$ cat config.mk
export PLATFORM = sky130hd
export DESIGN_NAME = dma_chan_arbiter
export DESIGN_NICKNAME = d
export VERILOG_FILES = /design/src/rtl/dmarb_pkg.sv /design/src/rtl/dmarb_prio_pick.sv /design/src/rtl/dmarb_gap_timer.sv /design/src/rtl/dmarb_bus_ctrl.sv /design/src/rtl/dma_chan_arbiter.sv
export SDC_FILE = /design/constraint.sdc
export NUM_CORES = 1
export LEC_CHECK = 0
export BUFFER_PORTS_ARGS = -buffer_cell sky130_fd_sc_hd__buf_2
export CORE_AREA = 2 2 88 90
export CTS_CLUSTER_DIAMETER = 50
export DETAILED_ROUTE_END_ITERATION = 10
export DIE_AREA = 0 0 90 92
export GPL_ROUTABILITY_DRIVEN = 0
export HOLD_SLACK_MARGIN = 0.06
export SLEW_MARGIN = 10
export SYNTH_ARGS = -nofsm -noshare
export SYNTH_HDL_FRONTEND = slang
export SYNTH_SLANG_ARGS = --single-unit
export TNS_END_PERCENT = 5
$ cat constraint.sdc
create_clock -name clk -period 5.3 [get_ports clk]
set_clock_uncertainty 0.15 [all_clocks]
set_input_delay 0.265 -clock clk [delete_from_list [all_inputs] [get_ports clk]]
set_output_delay 0.265 -clock clk [all_outputs]
set_load 0.01 [all_outputs]
$ cat src/rtl/dmarb_pkg.sv
package dmarb_pkg;
  typedef enum logic [1:0] {
    ARB_IDLE = 2'd0,
    ARB_REQ  = 2'd1,
    ARB_XFER = 2'd2
  } arb_state_e;

  localparam logic [1:0] MODE_BURST = 2'b00;
  localparam logic [1:0] MODE_STEAL = 2'b01;

  function automatic logic mode_has_gap(input logic [1:0] m);
    return m[1];
  endfunction
endpackage

$ cat src/rtl/dmarb_prio_pick.sv
module dmarb_prio_pick #(
  parameter int NUM_CH = 8,
  localparam int CW = (NUM_CH > 1) ? $clog2(NUM_CH) : 1
) (
  input  logic [NUM_CH-1:0] req,
  input  logic [CW-1:0]     last_idx,
  input  logic              rr_en,
  output logic [NUM_CH-1:0] win_oh,
  output logic [CW-1:0]     win_idx,
  output logic              any_req
);
  int base;
  int pos;

  assign any_req = |req;

  // rotating search: start one past the last winner, wrap at NUM_CH
  always_comb begin
    win_oh  = '0;
    win_idx = '0;
    base    = 0;
    pos     = 0;
    if (rr_en) begin
      base = (int'(last_idx) >= NUM_CH - 1) ? 0 : int'(last_idx) + 1;
    end
    for (int k = NUM_CH - 1; k >= 0; k--) begin
      pos = base + k;
      if (pos >= NUM_CH) pos = pos - NUM_CH;
      if (req[pos]) begin
        win_oh      = '0;
        win_oh[pos] = 1'b1;
        win_idx     = CW'(pos);
      end
    end
  end
endmodule

$ cat src/rtl/dmarb_gap_timer.sv
module dmarb_gap_timer #(
  parameter int GAP_SHORT = 16,
  parameter int GAP_LONG  = 64,
  localparam int GW = $clog2(GAP_LONG + 1)
) (
  input  logic clk,
  input  logic rst_n,
  input  logic load,
  input  logic long_sel,
  output logic busy
);
  logic [GW-1:0] cnt_q;

  always_ff @(posedge clk or negedge rst_n) begin
    if (!rst_n) begin
      cnt_q <= '0;
    end else if (load) begin
      cnt_q <= long_sel ? GW'(GAP_LONG) : GW'(GAP_SHORT);
    end else if (cnt_q != '0) begin
      cnt_q <= cnt_q - 1'b1;
    end
  end

  assign busy = (cnt_q != '0);
endmodule

$ cat src/rtl/dmarb_bus_ctrl.sv
module dmarb_bus_ctrl
  import dmarb_pkg::*;
#(
  parameter int NUM_CH = 8,
  localparam int CW = (NUM_CH > 1) ? $clog2(NUM_CH) : 1
) (
  input  logic              clk,
  input  logic              rst_n,
  input  logic              any_req,
  input  logic [NUM_CH-1:0] win_oh,
  input  logic [CW-1:0]     win_idx,
  input  logic [NUM_CH-1:0] chan_done,
  input  logic [NUM_CH-1:0] chan_end,
  input  logic [1:0]        bus_mode,
  input  logic              bus_ack,
  input  logic              gap_busy,
  output logic              gap_load,
  output logic [CW-1:0]     last_idx,
  output logic [NUM_CH-1:0] grant,
  output logic              bus_req
);
  arb_state_e        state_q;
  logic [NUM_CH-1:0] grant_q;
  logic [CW-1:0]     last_q;
  logic              own_done;
  logic              own_end;
  logic              release_now;

  assign own_done    = |(grant_q & chan_done);
  assign own_end     = |(grant_q & chan_end);
  assign release_now = (state_q == ARB_XFER) && own_done &&
                       ((bus_mode != MODE_BURST) || own_end);
  assign gap_load    = release_now && mode_has_gap(bus_mode);

  always_ff @(posedge clk or negedge rst_n) begin
    if (!rst_n) begin
      state_q <= ARB_IDLE;
      grant_q <= '0;
      last_q  <= CW'(NUM_CH - 1);
    end else begin
      unique case (state_q)
        ARB_IDLE: begin
          if (any_req && !bus_ack && !gap_busy) state_q <= ARB_REQ;
        end
        ARB_REQ: begin
          if (!any_req) begin
            state_q <= ARB_IDLE;
          end else if (bus_ack) begin
            state_q <= ARB_XFER;
            grant_q <= win_oh;
            last_q  <= win_idx;
          end
        end
        ARB_XFER: begin
          if (release_now) begin
            state_q <= ARB_IDLE;
            grant_q <= '0;
          end
        end
        default: begin
          state_q <= ARB_IDLE;
          grant_q <= '0;
        end
      endcase
    end
  end

  assign grant    = grant_q;
  assign last_idx = last_q;
  assign bus_req  = (state_q != ARB_IDLE);
endmodule

$ cat src/rtl/dma_chan_arbiter.sv
module dma_chan_arbiter #(
  parameter int NUM_CH    = 8,
  parameter int GAP_SHORT = 16,
  parameter int GAP_LONG  = 64
) (
  input  logic              clk,
  input  logic              rst_n,
  input  logic [NUM_CH-1:0] chan_req,
  input  logic [NUM_CH-1:0] chan_done,
  input  logic [NUM_CH-1:0] chan_end,
  input  logic              prio_rr,
  input  logic [1:0]        bus_mode,
  input  logic              gap_long,
  input  logic              bus_ack,
  output logic              bus_req,
  output logic [NUM_CH-1:0] grant
);
  localparam int CW = (NUM_CH > 1) ? $clog2(NUM_CH) : 1;

  logic [NUM_CH-1:0] win_oh;
  logic [CW-1:0]     win_idx;
  logic [CW-1:0]     last_idx;
  logic              any_req;
  logic              gap_load;
  logic              gap_busy;

  dmarb_prio_pick #(.NUM_CH(NUM_CH)) u_pick (
    .req      (chan_req),
    .last_idx (last_idx),
    .rr_en    (prio_rr),
    .win_oh   (win_oh),
    .win_idx  (win_idx),
    .any_req  (any_req)
  );

  dmarb_gap_timer #(.GAP_SHORT(GAP_SHORT), .GAP_LONG(GAP_LONG)) u_gap (
    .clk      (clk),
    .rst_n    (rst_n),
    .load     (gap_load),
    .long_sel (gap_long),
    .busy     (gap_busy)
  );

  dmarb_bus_ctrl #(.NUM_CH(NUM_CH)) u_ctrl (
    .clk       (clk),
    .rst_n     (rst_n),
    .any_req   (any_req),
    .win_oh    (win_oh),
    .win_idx   (win_idx),
    .chan_done (chan_done),
    .chan_end  (chan_end),
    .bus_mode  (bus_mode),
    .bus_ack   (bus_ack),
    .gap_busy  (gap_busy),
    .gap_load  (gap_load),
    .last_idx  (last_idx),
    .grant     (grant),
    .bus_req   (bus_req)
  );
endmodule

==> results.yml, run 1 <==
clock_network:
  clkLatencyLatePin_ns: 0.28
  cts_buffers: 3
  clockRootBuffer: "clkbuf_8"
  cts-htree-levels: 1
  cts_tree: "yes"
  clk_path_buf_depth: 2
  clock-sinks: 20
  clkTransAtPathRegs_ns: 0.09
  cts_setup_buffers: 0
routing:
  drt-total-wl_um: 10700
  vias: 3483
  drt_iter0_drc: 555
  postRouteAntennaNets: 0
  wl_per_cell_um: 20.9
  routed_via_density: 6.82
  drc_errors: 0
  dr.pass1.iters: 5
synth:
  synth.area.mux_share: 0.108
  yosysSeqAreaShare: 0.175
  synth_commonest_cells: "nand2_1, a21oi_1, nor2_1, dfrtp_1, nand3_1"
  synth_most_common_cell: "nand2_1"
  synthTopCellsByArea: "dfrtp_1, nand2_1, a21oi_1"
  syn-mean-instance-area_um2: 7.62
  synth_top_family_by_area: "compound AO/OA/AOI/OAI gates"
  async_flop_share: 1.00
  ys_ff_latch: 20
  synth_cell_types: 79
  netlist.area_leader.share: 0.148
  synth_edf_count: 0
  yosys.area.top_type: "dfrtp_1"
  synth_xor_area_frac: 0.00913
  yosys.area_share.simple: 0.281
  syn_area_mm2: 0.00288
  synth_compound_area_frac: 0.322
  synthCells: 378
  synthAdderAreaFrac: 0.0522
  synth_warnings: 0
  synth_top_flop_cell: "dfrtp_1"
critical_path:
  critPathKind: "flop to flop"
  r2r_start: "u_ctrl.last_idx[0]"
  startpoint: "u_ctrl.last_idx[0]"
  slowest_stage: "dfstp_2"
  crit_fanout: 20
  cp_common_cell: "ha_1"
  cp.arrival_ns: 4.48
  path_cells: "ha_1 -> ha_1 -> nor3b_4 -> inv_2 -> buf_4 -> ha_1 -> o21ai_0 -> and2_1 -> mux2i_1 -> mux2i_1 -> o211ai_1 -> a311o_1 -> o211ai_1"
  cp.required_ns: 5.29
  cpPeakStageDelay_ns: 0.63
  worstSetupStartpointType: "flop"
  end_kind: "flop"
  ff2ff_setup_slack_ns: 0.81
  rr_worst_depth: 13
finish:
  fin_cells: 511
  layout.nets: 453
  num_antenna_cells: 0
  nFillCells: 772
  syn_to_final_growth_pct: 13.1
  drive_gt1_frac: 0.198
  fin_area_mm2: 0.00326
power_and_ir_drop:
  ir_worst_vdd_uv: 96.5
  cellPowerDensity_mw_per_mm2: 147
  power_leakage_nw: 1.30
floorplanning:
  start_util: 0.387
  core_mm2: 0.00745
  die_h_um: 92
  row_count: 32
  die-width_um: 90
  design.die.area_mm2: 0.00828
  ios: 40
placement:
  io_buffers: 39
  place_ws_ns: 1.02
  dp_cells: 504
  hpwl_um: 7650
  place_area_mm2: 0.00316
grt:
  antenna_found_initial: 0
  grt-ovfl-total: 0
  grt_pass1_vias: 3224
  grt_max_degree: 21
  grt_util_all_layers: 0.257
  grt_first_pass_wirelength_um: 17100
sta:
  rsz0062_at_grt: "no"
  worstMarginPinSlew_ns: 0.914
  slew_violations: 0
  min_period_over_period: 0.846
  hold_viol: 0
  slew_headroom: 0.385
  timing.final.ws_setup_ns: 0.814
  finalSetupTns_ns: 0
  finalSetupViolations: 0
  fmax_ghz: 0.223
  fin_crit_ns: 4.49
hold_path:
  holdCritStartpoint: "chan_end[4]"
  hold_depth: 4
  hold_path_class: "primary input to flop"
job:
  maxCapViolCount: 0
outcome:
  status: "complete, no violations"
==> cells in the final DEF, fill, tap and decap left out, types with 8 or more instances in the layout <==
cell type / count
o21ai_1: 8
a31oi_1: 9
o21ai_0: 15
buf_2: 39
nand2_1: 41
mux2i_1: 10
a21oi_1: 30
ha_1: 12
nor2_1: 27
nor3_1: 13
inv_1: 9
dfrtp_1: 17
nand3_1: 17
==> timing repair <==
action,CTS,global route
hold buffers,3,0
hold endpoints to repair,19,0
gates resized for setup,0,0
==> through the flow <==
stage | power (mW) | hold WS (ns) | util
floorplan | 0.260 | -0.181 | -
global placement | 0.312 | 0.119 | 0.424
detailed placement | 0.310 | 0.124 | 0.424
CTS | 0.476 | 0.346 | 0.437
global route | 0.497 | 0.386 | 0.437
finish | 0.479 | 0.340 | 0.437
==> worst paths after layout <==
check	end
max	u_ctrl.grant[7]
min	u_ctrl.state_q[1]
max reg2reg	u_ctrl.grant[7]
min reg2reg	u_gap.cnt_q[1]
max in group asynchronous	u_ctrl.last_idx[0]
min in group asynchronous	u_ctrl.grant[3]
==> sequential cells by signal (all words and copies together), names as in the netlist <==
name and cells:
u_ctrl.grant 8, u_ctrl.state_q 2, u_gap.cnt_q 7, u_ctrl.last_idx 3
==> report_power, final <==
part | switching [mW] | internal, mW
clock | 0.0617 | 0.101
combinational | 0.104 | 0.0587
sequential | 0.000550 | 0.153
==> kinds of logic (layout without fill, tap and decap cells) <==
kind of cell               after synthesis  after routing
xor gates and xnor gates                 3              3
DFF                                     20             20
buffers and inverters                   35             64
and+or+nand+nor                        153            153
adders and majority gates               12             12
AOI/OAI and AO/OA                      133            133
muxes                                   21             21
other                                    1              3
==> worst max-delay path, delay by kind of cell (launching register included) <==
| kind | cells | cell delay (ns) |
|---|---|---|
| adders and majority gates | 3 | 1.13 |
| and+or+nand+nor | 2 | 0.39 |
| buffers and inverters | 2 | 0.63 |
| AOI/OAI and AO/OA | 4 | 1.00 |
| DFF | 1 | 0.63 |
| muxes | 2 | 0.42 |
==> layout make-up <==
| cell class | count | area (µm²) | area share |
|---|---|---|---|
| Clock inverter | 1 | 30.0 | 0.00922 |
| Timing Repair Buffer | 49 | 278 | 0.0853 |
| Clock buffer | 3 | 41.3 | 0.0127 |
| Inverter | 11 | 41.3 | 0.0127 |
| Tap cell | 102 | 128 | 0.0392 |
| Multi-Input combinational cell | 325 | 2230 | 0.686 |
| Sequential cell | 20 | 504 | 0.155 |
==> per-layer routing <==
| metal | up-vias | GRT usage | wire length, µm |
|---|---|---|---|
| met5 | - | 0 | 0 |
| met3 | 65 | 0.0411 | 1030 |
| met4 | 0 | 0.149 | 573 |
| met2 | 271 | 0.390 | 4810 |
| met1 | 1625 | 0.346 | 4290 |
| li1 | 1522 | - | - |
Note: power is estimated with default switching activity, not from simulation.
==> inputs of run 2 (changes only) <==
--- a/config.mk
+++ b/config.mk
@@ -5,11 +5,12 @@
 export SDC_FILE = /design/constraint.sdc
 export NUM_CORES = 1
 export LEC_CHECK = 0
+export ABC_AREA = 1
 export BUFFER_PORTS_ARGS = -buffer_cell sky130_fd_sc_hd__buf_2
-export CORE_AREA = 2 2 88 90
+export CORE_AREA = 2 2 90 92
 export CTS_CLUSTER_DIAMETER = 50
 export DETAILED_ROUTE_END_ITERATION = 10
-export DIE_AREA = 0 0 90 92
+export DIE_AREA = 0 0 92 94
 export GPL_ROUTABILITY_DRIVEN = 0
 export HOLD_SLACK_MARGIN = 0.06
 export SLEW_MARGIN = 10
==> constraint.sdc (replaced) <==
create_clock -name clk -period 3.92 [get_ports clk]
set_clock_uncertainty 0.15 [all_clocks]
set_input_delay 0.196 -clock clk [delete_from_list [all_inputs] [get_ports clk]]
set_output_delay 0.196 -clock clk [all_outputs]
set_load 0.01 [all_outputs]
==> run 2 against run 1 <==
  * Setup slack worse by 0.42 ns
  * Maximum frequency increased by 27%
  * Core utilization up 0.36 points
  * Sequential power rose by 120%
  * Power grew to 6.8 times the previous value
  * Final area up 3.0%
  * Combinational power grew to 17 times the previous value
  * Critical path type unchanged
  * Critical endpoint is now u_ctrl.grant[5]
  * Largest cell class unchanged
==> results.yml, run 2 <==
critical_path:
  end_kind: "flop"
  cp.required_ns: 3.92
  critPathKind: "flop to flop"
  crit_fanout: 11
  cp_common_cell: "nand2_1"
  ff2ff_setup_slack_ns: 0.40
  path_cells: "ha_1 -> ha_1 -> inv_2 -> nand3_4 -> inv_1 -> ha_2 -> clkinvlp_4 -> o21ai_2 -> nand2_1 -> nand2_1 -> nand2_1 -> nand2_1 -> inv_1 -> nand2_1 -> nand2_1 -> nand2_1 -> nand2_1 -> nand2_1 -> nand2_1 -> nand2_1 -> nand2_1"
  cpPeakStageDelay_ns: 0.60
  rr_worst_depth: 21
  worstSetupStartpointType: "flop"
  cp.arrival_ns: 3.53
  slowest_stage: "dfstp_2"
finish:
  multi_input_area_mm2: 0.00203
  largest_reg_flops: 8
  num_antenna_cells: 0
  layout.nets: 624
  nFillCells: 851
  mostFrequentLayoutCells: "nand2_1, inv_1, nand3_1, buf_2, nor2_1"
  final_common_cell: "nand2_1"
  drive_gt1_frac: 0.153
  regArea_um2: 504
  syn_to_final_growth_pct: 11.0
routing:
  postRouteAntennaNets: 0
  routed_via_density: 4.99
  drt_iter0_drc: 294
  drt-total-wl_um: 8950
  dr.pass1.iters: 5
  wl_per_cell_um: 13.1
  vias: 3406
  drc_errors: 0
grt:
  grt_pass1_vias: 3137
  grt_max_degree: 22
  use_met1: 0.281
  grt_util_met3: 0.00642
  busiest_layer: "met2"
  antenna_found_initial: 0
  grt-ovfl-total: 0
  grt_first_pass_wirelength_um: 14900
  met2_usage: 0.363
  grt_util_all_layers: 0.212
sta:
  slew_violations: 0
  rsz0062_at_grt: "no"
  fin_crit_ns: 3.52
  timing.final.ws_setup_ns: 0.397
  min_period_over_period: 0.899
  hold_viol: 0
  finalSetupViolations: 0
  fmax_ghz: 0.284
  finalSetupTns_ns: 0
floorplanning:
  ios: 40
  core_mm2: 0.00761
  die_h_um: 94
  start_util: 0.397
  design.die.area_mm2: 0.00865
  row_count: 32
  die-width_um: 92
synth:
  ys_ff_latch: 20
  synth_cell_types: 42
  syn-mean-instance-area_um2: 5.54
  syn_area_mm2: 0.00302
  yosys.area.top_type: "nand2_1"
  synth_warnings: 0
  netlist.area_leader.share: 0.276
  synthCells: 545
  synthTopCellsByArea: "nand2_1, dfrtp_1, inv_1"
  synth_commonest_cells: "nand2_1, inv_1, nand3_1, nor2_1, o21ai_0"
  synth_top_flop_cell: "dfrtp_1"
  synth_edf_count: 0
  yosysSeqAreaShare: 0.167
  async_flop_share: 1.00
  synth_most_common_cell: "nand2_1"
clock_network:
  cts-htree-levels: 1
  clkLatencyLatePin_ns: 0.27
  clock-sinks: 20
  clkTransAtPathRegs_ns: 0.08
  clk_path_buf_depth: 2
  cts_buffers: 3
  cts_tree: "yes"
  clockRootBuffer: "clkbuf_8"
placement:
  io_buffers: 39
  hpwl_um: 7100
  place_ws_ns: 0.301
power_and_ir_drop:
  ir_worst_vdd_uv: 593
  power_leakage_nw: 2.13
  cellPowerDensity_mw_per_mm2: 967
outcome:
  status: "complete, no violations"
job:
  maxCapViolCount: 0
hold_path:
  hold_depth: 4
  hold_path_class: "primary input to flop"
## run 2: layer usage
layer / vias up / part of all wire
li1: 1753 / -
met1: 1495 / 0.46
met2: 128 / 0.45
met3: 30 / 0.052
met4: 0 / 0.040
met5: - / 0
## run 2: area by class of cell
| cell class | count | area share |
|---|---|---|
| multi-input cells | 413 | 0.606 |
| clock inverters | 1 | 0.00895 |
| inverters | 98 | 0.112 |
| well taps | 102 | 0.0380 |
| repair buffers | 45 | 0.0731 |
| flip-flops and latches | 20 | 0.150 |
| clock buffers | 3 | 0.0123 |
## run 2: cells by family after synthesis
logic type / synth area share
AND/OR/NAND/NOR: 0.504
buffers and inverters: 0.164
AO/OA/AOI/OAI: 0.111
flip-flops: 0.167
adder cells (fa/ha/maj): 0.0497
XOR/XNOR: 0.00290
other: 0.00124
## run 2: worst paths after layout
| path | from | end |
|---|---|---|
| setup / recovery | u_ctrl.last_idx[0] | u_ctrl.grant[5] |
| hold / removal | bus_ack | u_ctrl.state_q[0] |
| setup reg to reg | u_ctrl.last_idx[0] | u_ctrl.grant[5] |
| hold reg to reg | u_gap.cnt_q[5] | u_gap.cnt_q[5] |
| max in group asynchronous | rst_n | u_ctrl.last_idx[2] |
| min in group asynchronous | rst_n | u_gap.cnt_q[6] |
## run 2: worst max-delay path, delay by kind of cell, from the launching register on
| kind | cells | cell delay, ns |
|---|---|---|
| adders and majority gates | 3 | 0.83 |
| buffers and inverters | 4 | 0.47 |
| DFF | 1 | 0.60 |
| AOI/OAI and AO/OA | 1 | 0.22 |
| and+or+nand+nor | 13 | 1.11 |
## run 2: timing repair
item / 4_1_cts / 5_1_grt
resized for setup: 0 / 2
hold buffers: 2 / 0
endpoints found under the hold margin: 18 / 0
buffers inserted: 0 / 0
setup endpoints to repair: 0 / 10
## run 2: through the flow
| step | hold slack [ns] | total power [mW] | utilization | cell area (µm²) | std cells |
|---|---|---|---|---|---|
| 2_1_floorplan | -0.250 | 2.49 | - | 3030 | 547 |
| 3_3_place_gp | 0.0249 | 2.98 | 0.428 | 3260 | 676 |
| 3_5_place_dp | 0.0325 | 2.97 | 0.428 | 3260 | 676 |
| 4_1_cts | 0.0721 | 3.20 | 0.440 | 3350 | 682 |
| 5_1_grt | 0.0998 | 3.66 | 0.441 | 3350 | 682 |
| 6_report | 0.0767 | 3.24 | 0.441 | 3350 | 682 |
## run 2: power by group
part           total, mW  internal, mW  switching [mW]  leakage (nW)
clock network      0.209         0.136          0.0729        0.0357
registers          0.340         0.281          0.0590         0.253
logic               2.69         0.858            1.84          1.84
==> inputs of run 3 (changes only) <==
==> constraint.sdc (replaced) <==
create_clock -name clk -period 3.92 [get_ports clk]
set_clock_uncertainty 0.15 [all_clocks]
set_input_delay 1.176 -clock clk [delete_from_list [all_inputs] [get_ports clk]]
set_output_delay 1.176 -clock clk [all_outputs]
set_load 0.05 [all_outputs]
==> run 3 against run 2 <==
  * Critical path depth fell by 2
  * Highest routed layer unchanged
  * Maximum frequency is 1.9% lower
  * Power up 3.0%
  * Critical endpoint is now u_ctrl.last_idx[0]
==> results.yml, run 3 (synthesized netlist as in run 2, its figures left out) <==
finish:
  mostFrequentLayoutCells: "nand2_1, inv_1, nand3_1, buf_2, nor2_1"
  layout.nets: 632
  largest_reg_flops: 8
  drive_gt1_frac: 0.165
  multi_input_area_mm2: 0.00203
  syn_to_final_growth_pct: 12.7
  regArea_um2: 504
  num_antenna_cells: 0
  final_common_cell: "nand2_1"
  nFillCells: 833
critical_path:
  critPathKind: "primary input to flop"
  end_kind: "flop"
  cp.required_ns: 3.97
  slowest_stage: "o21ai_0"
  worstSetupStartpointType: "primary input"
  path_delay_family: "simple AND/OR/NAND/NOR gates"
  cp_num_buf_inv: 4
  cp_common_cell: "nand2_1"
  crit_fanout: 11
  cp.arrival_ns: 3.64
  cpPeakStageDelay_ns: 0.33
  path_cells: "buf_2 -> nand2_1 -> inv_2 -> nand3_4 -> ha_1 -> inv_1 -> nand2_1 -> inv_1 -> nand2_1 -> nand3_1 -> nand2_2 -> nand2_2 -> a21oi_1 -> o21ai_0 -> nand2_1 -> nand2_1 -> nand2_1 -> nand2_1 -> nand2_1"
outcome:
  status: "complete, no violations"
clock_network:
  cts_buffers: 3
  clock-sinks: 20
  cts_setup_buffers: 0
  clkTransAtPathRegs_ns: 0.08
  clockRootBuffer: "clkbuf_8"
  cts_tree: "yes"
  cts_hold_buffers: 0
  clk_path_buf_depth: 2
  cts-htree-levels: 1
  clkLatencyLatePin_ns: 0.26
  cts_resized: 0
sta:
  finalSetupTns_ns: 0
  fmax_ghz: 0.278
  rsz0062_at_grt: "no"
  fin_crit_ns: 3.59
  finalSetupViolations: 0
  min_period_over_period: 0.916
  slew_violations: 0
  whs_ns: 0.322
  hold_viol: 0
placement:
  io_buffers: 39
  hpwl_um: 7140
routing:
  dr.pass1.iters: 5
  drt-total-wl_um: 8820
  drt_iter0_drc: 274
  routed_via_density: 4.91
  drc_errors: 0
  wl_per_cell_um: 12.8
  vias: 3388
  postRouteAntennaNets: 0
power_and_ir_drop:
  cellPowerDensity_mw_per_mm2: 981
  ir_worst_vdd_uv: 537
  power_leakage_nw: 2.17
grt:
  grt-ovfl-total: 0
  grt_util_all_layers: 0.212
  grt_pass1_vias: 3228
  grt_max_degree: 21
  grt_first_pass_wirelength_um: 15000
  antenna_found_initial: 0
floorplanning:
  die-width_um: 92
  start_util: 0.397
  die_h_um: 94
  row_count: 32
  core_mm2: 0.00761
  design.die.area_mm2: 0.00865
  ios: 40
hold_path:
  hold_path_class: "flop to flop"
job:
  maxCapViolCount: 0
run 3: metal layers:
layer / vias to the layer above / wire length (µm) / track usage
met4: 0 / 183 / 0.0622
met5: - / 0 / 0
met2: 108 / 4220 / 0.384
li1: 1774 / - / -
met1: 1492 / 3990 / 0.270
met3: 14 / 426 / 0.0128
run 3: area by class of cell:
class,count,share of cell area
Clock buffer,3,0.0121
Clock inverter,1,0.00882
Inverter,98,0.109
Multi-Input combinational cell,413,0.596
Timing Repair Buffer,53,0.0882
Sequential cell,20,0.148
Tap cell,102,0.0375
run 3: worst paths after layout:
| path | start | end | slack, ns | depth (start not counted) |
|---|---|---|---|---|
| setup reg to reg | u_ctrl.last_idx[0] | u_ctrl.grant[7] | 0.57 | 21 |
| min in group asynchronous | rst_n | u_gap.cnt_q[6] | 0.70 | 1 |
| setup / recovery | prio_rr | u_ctrl.last_idx[0] | 0.33 | 19 |
| max in group asynchronous | rst_n | u_ctrl.last_idx[1] | 2.59 | 1 |
| hold / removal | u_gap.cnt_q[5] | u_gap.cnt_q[5] | 0.32 | 1 |
| hold reg to reg | u_gap.cnt_q[5] | u_gap.cnt_q[5] | 0.32 | 1 |
run 3: metrics by stage:
stage	cell area (µm²)	power, mW	util	std cells	worst slack, ns
final	3410	3.34	0.448	690	0.329
after global routing	3410	3.75	0.448	690	0.0591
after CTS	3400	3.32	0.447	690	0.359
after detailed placement	3330	3.10	0.438	686	0.0853
after global placement	3330	3.09	0.438	686	0.114
after floorplan	3030	2.53	-	547	0.217
run 3: where the power goes:
part	switching [mW]	internal (mW)	leakage (nW)
logic	1.88	0.913	1.88
clock network	0.0686	0.136	0.0357
registers	0.0601	0.281	0.253
total	2.01	1.33	2.17
